==> config.mk <==
export PLATFORM = sky130hd
export DESIGN_NAME = ptp_offset_calc
export DESIGN_NICKNAME = d
export VERILOG_FILES = /design/src/rtl/ptp_calc_pkg.sv /design/src/rtl/ptp_ts_joiner.sv /design/src/rtl/ptp_drift_calc.sv /design/src/rtl/ptp_offset_calc.sv
export SDC_FILE = /design/constraint.sdc
export NUM_CORES = 2
export LEC_CHECK = 0
export ABC_AREA = 1
export BUFFER_PORTS_ARGS = -buffer_cell sky130_fd_sc_hd__buf_4
export CAP_MARGIN = 20
export CORE_ASPECT_RATIO = 1.5
export CORE_MARGIN = 2
export CORE_UTILIZATION = 45
export DETAILED_ROUTE_END_ITERATION = 6
export GPL_TIMING_DRIVEN = 0
export PLACE_DENSITY = 0.65
export SYNTH_ARGS = -nofsm -noshare
export SYNTH_HDL_FRONTEND = slang
export SYNTH_SLANG_ARGS = --single-unit
==> constraint.sdc <==
create_clock -name clk -period 5.1 [get_ports clk]
set_clock_uncertainty 0.05 [all_clocks]
set_input_delay 0 -clock clk [delete_from_list [all_inputs] [get_ports clk]]
set_output_delay 0 -clock clk [all_outputs]
set_load 0.01 [all_outputs]
==> src/rtl/ptp_calc_pkg.sv <==
// Package: shared widths and the exchange state type of the offset calculator.
// Assumes timestamps are free-running nanosecond counts that fit in TS_W bits.
package ptp_calc_pkg;
    localparam int TS_W_DEF  = 64;
    localparam int SEQ_W_DEF = 16;

    // Which half of an exchange is held while the other is awaited.
    typedef enum logic [1:0] {
        XS_IDLE   = 2'd0,
        XS_HAVE_A = 2'd1,
        XS_HAVE_B = 2'd2
    } xchg_state_t;
endpackage

==> src/rtl/ptp_ts_joiner.sv <==
// Module: joins a locally captured timestamp with the remote one that belongs
// to the same event.
// - In immediate mode, the capture strobe carries both timestamps and the pair
//   completes on that strobe.
// - Otherwise the local timestamp waits, keyed by its sequence identifier,
//   until a join strobe with the same identifier arrives.
// - A join strobe with no pending event, or with a different identifier, is
//   rejected and leaves the pending event alone.
// Assumes: outputs are combinational and valid only in the strobe cycle.
module ptp_ts_joiner #(
    parameter int TS_W  = 64,
    parameter int SEQ_W = 16
) (
    input  logic             clk,
    input  logic             rst_n,
    input  logic             imm_mode,
    input  logic             cap_stb,
    input  logic [SEQ_W-1:0] cap_seq,
    input  logic [TS_W-1:0]  cap_local_ts,
    input  logic [TS_W-1:0]  cap_remote_ts,
    input  logic             join_stb,
    input  logic [SEQ_W-1:0] join_seq,
    input  logic [TS_W-1:0]  join_remote_ts,
    output logic             pair_done,
    output logic [TS_W-1:0]  pair_local_ts,
    output logic [TS_W-1:0]  pair_remote_ts,
    output logic             join_reject
);
    logic             pend_q;
    logic [SEQ_W-1:0] seq_q;
    logic [TS_W-1:0]  loc_q;
    logic             join_hit;
    logic             imm_hit;

    // Decide whether this cycle completes a pair, and from which sources.
    always_comb begin
        join_hit    = join_stb && pend_q && (join_seq == seq_q);
        imm_hit     = cap_stb && imm_mode;
        pair_done   = join_hit || imm_hit;
        join_reject = join_stb && !join_hit;
        if (imm_hit) begin
            pair_local_ts  = cap_local_ts;
            pair_remote_ts = cap_remote_ts;
        end else begin
            pair_local_ts  = loc_q;
            pair_remote_ts = join_remote_ts;
        end
    end

    // Hold the pending local timestamp; a new capture replaces it.
    always_ff @(posedge clk) begin
        if (!rst_n) begin
            pend_q <= 1'b0;
            seq_q  <= '0;
            loc_q  <= '0;
        end else if (cap_stb && !imm_mode) begin
            pend_q <= 1'b1;
            seq_q  <= cap_seq;
            loc_q  <= cap_local_ts;
        end else if (join_hit || imm_hit) begin
            pend_q <= 1'b0;
        end
    end
endmodule

==> src/rtl/ptp_drift_calc.sv <==
// Module: drift over one Sync interval, from consecutive completed Sync pairs.
// Assumes: pair_done marks a completed (t0, t1) pair. The first pair after
// reset only seeds the history and produces no output.
module ptp_drift_calc #(
    parameter int TS_W = 64
) (
    input  logic                   clk,
    input  logic                   rst_n,
    input  logic                   pair_done,
    input  logic [TS_W-1:0]        t0_ts,
    input  logic [TS_W-1:0]        t1_ts,
    output logic                   drift_vld,
    output logic signed [TS_W-1:0] drift_ns
);
    logic                   have_prev_q;
    logic [TS_W-1:0]        prev_t0_q;
    logic [TS_W-1:0]        prev_t1_q;
    logic signed [TS_W-1:0] d_slave;
    logic signed [TS_W-1:0] d_master;

    // Elapsed time on each side since the previous pair.
    always_comb begin
        d_slave  = $signed(t1_ts - prev_t1_q);
        d_master = $signed(t0_ts - prev_t0_q);
    end

    // Update the history and publish drift from the second pair onward.
    always_ff @(posedge clk) begin
        if (!rst_n) begin
            have_prev_q <= 1'b0;
            prev_t0_q   <= '0;
            prev_t1_q   <= '0;
            drift_vld   <= 1'b0;
            drift_ns    <= '0;
        end else begin
            drift_vld <= pair_done && have_prev_q;
            if (pair_done) begin
                have_prev_q <= 1'b1;
                prev_t0_q   <= t0_ts;
                prev_t1_q   <= t1_ts;
                if (have_prev_q) begin
                    drift_ns <= d_slave - d_master;
                end
            end
        end
    end
endmodule

==> src/rtl/ptp_offset_calc.sv <==
// Module: slave-side delay, offset and drift calculator.
// - Joins Sync send/receive times (one-step or two-step) and Delay_Req
//   send/receive times.
// - A three-state machine pairs the newest of each and publishes
//   delay = (A+B)>>>1 and offset = (A-B)>>>1 one cycle after the completing
//   strobe.
// Assumes: sync_tx_ts is meaningful only when two_step is low.
module ptp_offset_calc
    import ptp_calc_pkg::*;
#(
    parameter int TS_W  = TS_W_DEF,
    parameter int SEQ_W = SEQ_W_DEF
) (
    input  logic                   clk,
    input  logic                   rst_n,
    input  logic                   two_step,
    input  logic                   sync_stb,
    input  logic [SEQ_W-1:0]       sync_seq,
    input  logic [TS_W-1:0]        sync_rx_ts,
    input  logic [TS_W-1:0]        sync_tx_ts,
    input  logic                   fup_stb,
    input  logic [SEQ_W-1:0]       fup_seq,
    input  logic [TS_W-1:0]        fup_tx_ts,
    input  logic                   dreq_stb,
    input  logic [SEQ_W-1:0]       dreq_seq,
    input  logic [TS_W-1:0]        dreq_tx_ts,
    input  logic                   dresp_stb,
    input  logic [SEQ_W-1:0]       dresp_seq,
    input  logic [TS_W-1:0]        dresp_rx_ts,
    output logic                   path_vld,
    output logic signed [TS_W-1:0] path_delay,
    output logic signed [TS_W-1:0] clk_offset,
    output logic                   drift_vld,
    output logic signed [TS_W-1:0] drift_ns,
    output logic                   seq_mismatch
);
    logic                   s_done, d_done;
    logic [TS_W-1:0]        s_t1, s_t0, d_t2, d_t3;
    logic                   s_rej, d_rej;
    xchg_state_t            st_q, st_d;
    logic signed [TS_W-1:0] a_q, b_q, a_cur, b_cur, sum_ab, dif_ab;
    logic                   emit;

    // Sync pair: local receive time t1 joined with master send time t0.
    ptp_ts_joiner #(.TS_W(TS_W), .SEQ_W(SEQ_W)) u_sync_join (
        .clk            (clk),
        .rst_n          (rst_n),
        .imm_mode       (!two_step),
        .cap_stb        (sync_stb),
        .cap_seq        (sync_seq),
        .cap_local_ts   (sync_rx_ts),
        .cap_remote_ts  (sync_tx_ts),
        .join_stb       (fup_stb),
        .join_seq       (fup_seq),
        .join_remote_ts (fup_tx_ts),
        .pair_done      (s_done),
        .pair_local_ts  (s_t1),
        .pair_remote_ts (s_t0),
        .join_reject    (s_rej)
    );

    // Delay pair: local send time t2 joined with master receive time t3.
    ptp_ts_joiner #(.TS_W(TS_W), .SEQ_W(SEQ_W)) u_dly_join (
        .clk            (clk),
        .rst_n          (rst_n),
        .imm_mode       (1'b0),
        .cap_stb        (dreq_stb),
        .cap_seq        (dreq_seq),
        .cap_local_ts   (dreq_tx_ts),
        .cap_remote_ts  ({TS_W{1'b0}}),
        .join_stb       (dresp_stb),
        .join_seq       (dresp_seq),
        .join_remote_ts (dresp_rx_ts),
        .pair_done      (d_done),
        .pair_local_ts  (d_t2),
        .pair_remote_ts (d_t3),
        .join_reject    (d_rej)
    );

    // Drift between consecutive Sync pairs.
    ptp_drift_calc #(.TS_W(TS_W)) u_drift (
        .clk       (clk),
        .rst_n     (rst_n),
        .pair_done (s_done),
        .t0_ts     (s_t0),
        .t1_ts     (s_t1),
        .drift_vld (drift_vld),
        .drift_ns  (drift_ns)
    );

    // Current A and B terms, and the exchange state machine's next state.
    always_comb begin
        a_cur  = s_done ? $signed(s_t1 - s_t0) : a_q;
        b_cur  = d_done ? $signed(d_t3 - d_t2) : b_q;
        sum_ab = a_cur + b_cur;
        dif_ab = a_cur - b_cur;
        emit   = (s_done && (d_done || st_q == XS_HAVE_B)) ||
                 (d_done && st_q == XS_HAVE_A);
        st_d   = st_q;
        if (emit) begin
            st_d = XS_IDLE;
        end else if (s_done) begin
            st_d = XS_HAVE_A;
        end else if (d_done) begin
            st_d = XS_HAVE_B;
        end
    end

    // Hold partial terms, advance the state, register the results.
    always_ff @(posedge clk) begin
        if (!rst_n) begin
            st_q         <= XS_IDLE;
            a_q          <= '0;
            b_q          <= '0;
            path_vld     <= 1'b0;
            path_delay   <= '0;
            clk_offset   <= '0;
            seq_mismatch <= 1'b0;
        end else begin
            st_q         <= st_d;
            path_vld     <= emit;
            seq_mismatch <= s_rej || d_rej;
            if (s_done) begin
                a_q <= a_cur;
            end
            if (d_done) begin
                b_q <= b_cur;
            end
            if (emit) begin
                path_delay <= sum_ab >>> 1;
                clk_offset <= dif_ab >>> 1;
            end
        end
    end
endmodule

======== Word level (Yosys, flattened, before mapping) ========
Index checks and enable logic that the tools add are counted.
word-level totals
  logic and storage cells ................. 65
  bits in registers ....................... 614
  output and inout bits ................... 195
  input bits .............................. 391
cells by class
  reduce and logical (&&, ||, !) cells .... 24
  add/sub/neg operators ................... 7
  bitwise operators ....................... 1
  equality and inequality tests ........... 4
  multiplexer cells ....................... 10
operators by type and width
  cell                  count
  $sub A64 B64 Y64      6
  $mux W64              4
  $add A64 B64 Y64      1
  $eq A16 B16 Y1        2
  $logic_and A1 B1 Y1   11
  $mux W1               6
  $reduce_bool A2 Y1    3
  $logic_or A1 B1 Y1    4
  $logic_not A1 Y1      3
  $reduce_or A3 Y1      1
  $eq A2 B1 Y1 const B  1
  $eq A2 B2 Y1 const B  1
  $reduce_and A2 Y1     1
  $reduce_or A2 Y1      1
  $not A1 Y1            1

======== Longest topological paths before layout ========
  depth after elaboration ................. 6
  depth in mapped cells ................... 45
  mapped depth without buffers ............ 43

======== Modules after synthesis ========
Synthesis repeated with hierarchy kept, for this count alone.
unflattened totals
  cell total of the unflattened synthesis .. 7905
  area total of the unflattened synthesis .. 52007.4 um2
modules (own cells, without submodules)
  module           cells an instance  times used  sequential area each (um2)  area an instance (um2)
  ptp_offset_calc  4339               1           5165.0                      26025.0
  ptp_drift_calc   2424               1           3883.7                      15920.3
  ptp_ts_joiner    571                2           1621.6                      5031.1

======== Least setup slack after synthesis ========
Ideal clock, no wire load.
  path type ............................... input -> register
  start ................................... in sync_stb
  end ..................................... reg clk_offset[52]
  stages on the path ...................... 37
  path slack .............................. -0.221 ns
  required time ........................... 4.976 ns
  arrival time ............................ 5.197 ns
  buffers on the path ..................... 6
  library setup time ...................... 0.074 ns
  cell sequence ........................... buf_6 nand2_8 buf_8 buf_6 clkbuf_1 clkbuf_1 mux2i_1 ha_1 inv_1 ha_1 nor2_1 o31ai_1 a21oi_1 o31ai_2 nand2_1 nand2_1 nand2_1 nand2_1 nand2_1 nand2_1 nand2_1 o21ai_2 inv_2 ha_1 clkbuf_1 nand2_1 nor2_1 inv_1 nor2_1 inv_1 nor2_1 inv_1 o41ai_1 a21oi_1 nand2_1 nand2_1 o21ai_0
between the ends
  word-level cells in the longest chain between the ends .. 5
  elaborated cells on any way between the ends .. 9
  those cells by class .................... add/sub (2); mux (3); reduce/logical (4)
RTL lines
  element                  line                    RTL
  start, declared          ptp_offset_calc.sv:17   input logic sync_stb,
  $logic_and A1 B1 Y1 (*)  ptp_ts_joiner.sv:38     imm_hit = cap_stb && imm_mode;
  $mux W64                 ptp_ts_joiner.sv:41     if (imm_hit) begin
  $sub A64 B64 Y64         ptp_offset_calc.sv:93   a_cur = s_done ? $signed(s_t1 - s_t0) : a_q;
  $mux W64 (*)             ptp_offset_calc.sv:93
  via a_cur[32]            ptp_offset_calc.sv:41   logic signed [TS_W-1:0] a_q, b_q, a_cur, b_cur, sum_ab, dif_ab;
  $sub A64 B64 Y64 (*)     ptp_offset_calc.sv:96   dif_ab = a_cur - b_cur;
  end signal, assigned     ptp_offset_calc.sv:131  clk_offset <= dif_ab >>> 1;
  end, declared            ptp_offset_calc.sv:32   output logic signed [TS_W-1:0] clk_offset,
The timed path passes the listed nets; every way through them passes the cells marked *.
A chain may end at the register's enable or synchronous reset.

======== Worst setup path after layout ========
  start ................................... reg u_dly_join.loc_q[0]
  end ..................................... reg clk_offset[61]
between the ends
  word-level cells in the longest chain between the ends .. 3
RTL lines
  element                 line                   RTL
  start, declared         ptp_ts_joiner.sv:31    logic [TS_W-1:0] loc_q;
  start signal, assigned  ptp_ts_joiner.sv:59    loc_q <= cap_local_ts;
  $sub A64 B64 Y64        ptp_offset_calc.sv:94  b_cur = d_done ? $signed(d_t3 - d_t2) : b_q;
  $mux W64                ptp_offset_calc.sv:94
  via b_cur[34]           ptp_offset_calc.sv:41
  $sub A64 B64 Y64        ptp_offset_calc.sv:96
The timed path passes the listed nets, and every way through them passes these cells.

==> run_results.csv <==
group,metric,value,unit
worst_setup_path,worstSetupEndpointType,"flop",
outcome,outcome,"finished, violations left",
global_route,gr-usage-all-layers,41.71,%
timing,fin_crit,5.174,ns
logic_synthesis,async_flop_share,0,%
logic_synthesis,ys_types,78,
cts,clock_path_buffers,3,
timing,worstMarginPinSlew,1.313,ns
place,dpl.hpwl,185600,µm
final_layout,syn_to_final_growth,35.86,%
logic_synthesis,yosysWarningCount,0,
cts,cts_made_buffers,69,
global_route,grt_pass1_wl,333800,µm
final_layout,final_common_cell,"nand2_1",
global_route,grt_max_degree,15,
logic_synthesis,synth_edf_count,0,
global_route,grt_pass1_vias,54359,
worst_setup_path,crit_family,"compound AO/OA/AOI/OAI gates",
drt,wl_per_cell,23.80,µm
timing,clock.fmax,193.3,MHz
drt,drt_iter0_markers,4485,
global_route,grt_overflow,0,
die,num_rows,145,
timing,tns,-0.08080,ns
logic_synthesis,synthFlopType,"dfxtp_1",
drt,via_per_inst,5.617,
power,p_per_area,317.9,nW/µm²
power,ir_drop,0.0003034,V
place,gp_congestion,1.051,
cts,tritoncts,"built",
drt,wl,232500,µm
timing,min_period_over_period,101.5,%
die,die_w,268.9,µm
die,die-area,107900,µm²
worst_setup_path,crit_type,"flop to flop",
global_route,antenna_found_initial,7,
final_layout,nFillCells,9715,
run,max_cap_violations,0,
cts,cts-root-buf,"clkbuf_16",
power,power.leakage,29.81,nW
logic_synthesis,synth_seq_cells,614,
cts,cts_sinks,614,
worst_setup_path,worstSetupStartpointType,"flop",
timing,fin_ws,-0.07416,ns
drt,ant_nets,0,
place,post-place-ws,-3.437,ns
cts,path_clk_slew,0.06,ns
timing,maxSlewViolCount,0,
worst_setup_path,worstPathRequired,5.67,ns
drt,dr.pass1.iters,5,
worst_setup_path,critical_path_arrival,5.74,ns
final_layout,fin_nets,9113,
die,pin_count,586,
logic_synthesis,synth_top_area_share,25.95,%
cts,h-tree-depth,3,
power,power.total,20.46,mW
outcome,violations,"negative setup slack",
logic_synthesis,syn_avg_cell_area,6.579,µm²
timing,relSlewSlack,12.50,%
worst_setup_path,critPathMaxFanout,4,
worst_hold_path,min-delay-path-class,"input pin to flop",
final_layout,layout-drive-gt1-share,20.96,%
worst_setup_path,crit_slowest_cell,"o21ai_0",
drt,drc,0,
drt,vias,54877,
logic_synthesis,synthTopCellsByArea,"dfxtp_1 26%, nand2_1 11%, a21oi_1 8.7%",
timing,rsz0062_at_grt,"true",
logic_synthesis,syn_area,47360,µm²
logic_synthesis,yosysTopAreaCell,"dfxtp_1",
final_layout,final_util,61.68,%
cts,clock_latency,0.70,ns
final_layout,most-common-layout-cells,"1250 x nand2_1, 980 x inv_1, 775 x nor2_1, 722 x a21oi_1, 705 x buf_4",
worst_setup_path,crit_buf_inv,4,
worst_setup_path,slowest_delay,0.56,ns
timing,hold_viol,0,
die,coreArea,104300,µm²
logic_synthesis,ys_seq_area_share,25.95,%
logic_synthesis,netlist_instances,7199,
die,initial_utilization,45.40,%
die,die_h,401.3,µm
timing,setup_viol,2,
final_layout,ff_latch_area,12290,µm²
final_layout,multi_input_area,33580,µm²
logic_synthesis,syn-num-nets,8000,
place,port_buffers,583,
power by group:
group | internal [mW] | switching (mW) | total [mW]
clock network | 3.02 | 2.43 | 5.46
logic | 3.45 | 6.42 | 9.87
registers | 5.02 | 0.114 | 5.13
total | 11.5 | 8.97 | 20.5
cells in the mapped netlist (all sizes together) (16+ instances only):
master	count
a21boi	19
a21o	18
a21oi	832
a31oi	91
and2	30
buf	42
clkbuf	195
dfxtp	614
fa	98
ha	312
inv	1054
mux2i	29
nand2	1410
nand3	185
nand4	37
nor2	900
nor3	64
nor4	29
o211ai	31
o21a	36
o21ai	731
o21bai	40
o221ai	16
or2	54
xnor2	64
xor2	172
cell type report:
| class | instances | share of cell area, % |
|---|---|---|
| repair buffers | 1062 | 13.97 |
| clock buffers | 89 | 3.004 |
| well taps | 1396 | 2.715 |
| inverters | 1056 | 6.256 |
| diodes | 9 | 0.03500 |
| clock inverters | 35 | 0.6806 |
| plain buffers | 217 | 2.057 |
| multi-input cells | 5292 | 52.18 |
| flip-flops and latches | 614 | 19.11 |
per-layer routing:
layer	routed length (µm)	vias to the layer above	global-route usage, %
met5	0	-	0
met4	23230	0	33.57
met3	16230	831	6.139
met2	108400	2667	70.32
met1	84650	25716	46.39
li1	-	25663	-
sequential cells by signal, indices dropped and copies added, names as in the netlist, 63 cells and up:
signal,cells
u_drift.drift_ns,64
b_q,64
path_delay,63
u_drift.prev_t0_q,64
clk_offset,63
u_sync_join.loc_q,64
u_dly_join.loc_q,64
u_drift.prev_t1_q,64
a_q,64
per-stage QoR:
stage / hold slack (ns) / std cells / cell area [µm²]
2_1_floorplan: 0.08491 / 7199 / 47360
3_3_place_gp: 0.1749 / 9178 / 53480
3_5_place_dp: 0.1807 / 9184 / 53580
4_1_cts: 0.001791 / 9679 / 61680
5_1_grt: 0.04013 / 9765 / 64330
6_report: 0.002678 / 9770 / 64340
kinds of logic (layout without fill, tap and decap cells):
| kind of cell | after synthesis | count (layout) | synth area share (%) |
|---|---|---|---|
| adders and majority gates | 410 | 410 | 12.39 |
| DFF | 614 | 614 | 25.95 |
| muxes | 29 | 29 | 0.6129 |
| AOI/OAI and AO/OA | 1883 | 1883 | 21.93 |
| xor gates and xnor gates | 236 | 236 | 4.420 |
| buffers and inverters | 1293 | 2459 | 10.68 |
| and+or+nand+nor | 2734 | 2734 | 24.01 |
| other | 0 | 9 | 0 |
final timing paths:
path / from / end / slack [ns] / cells after the start
max: u_dly_join.loc_q[0]$_SDFFE_PN0P_ / clk_offset[61]$_SDFFE_PN0P_ / -0.07 / 28
min: fup_tx_ts[5] / a_q[5]$_SDFFE_PN0N_ / 0.003 / 8
max reg2reg: u_dly_join.loc_q[0]$_SDFFE_PN0P_ / clk_offset[61]$_SDFFE_PN0P_ / -0.07 / 28
min reg2reg: path_delay[45]$_SDFFE_PN0P_ / path_delay[45]$_SDFFE_PN0P_ / 0.40 / 2
repair_timing:
action / CTS / global route
hold buffers: 345 / 1
pin swaps: 59 / 118
resized for setup: 517 / 535
setup buffers: 44 / 82
endpoints found under the setup margin: 175 / 90
endpoints found under the hold margin: 294 / 1
worst register-to-register path: cells and delay by family, from the launching register on:
kind	cells	cell delay (ns)
AND/OR/NAND/NOR	7	0.68
flip-flops	1	0.35
buffers and inverters	4	0.39
XOR/XNOR	1	0.33
AO/OA/AOI/OAI	13	2.49
adder cells (fa/ha/maj)	3	0.82
No activity file was read; power rests on OpenSTA's default activity.
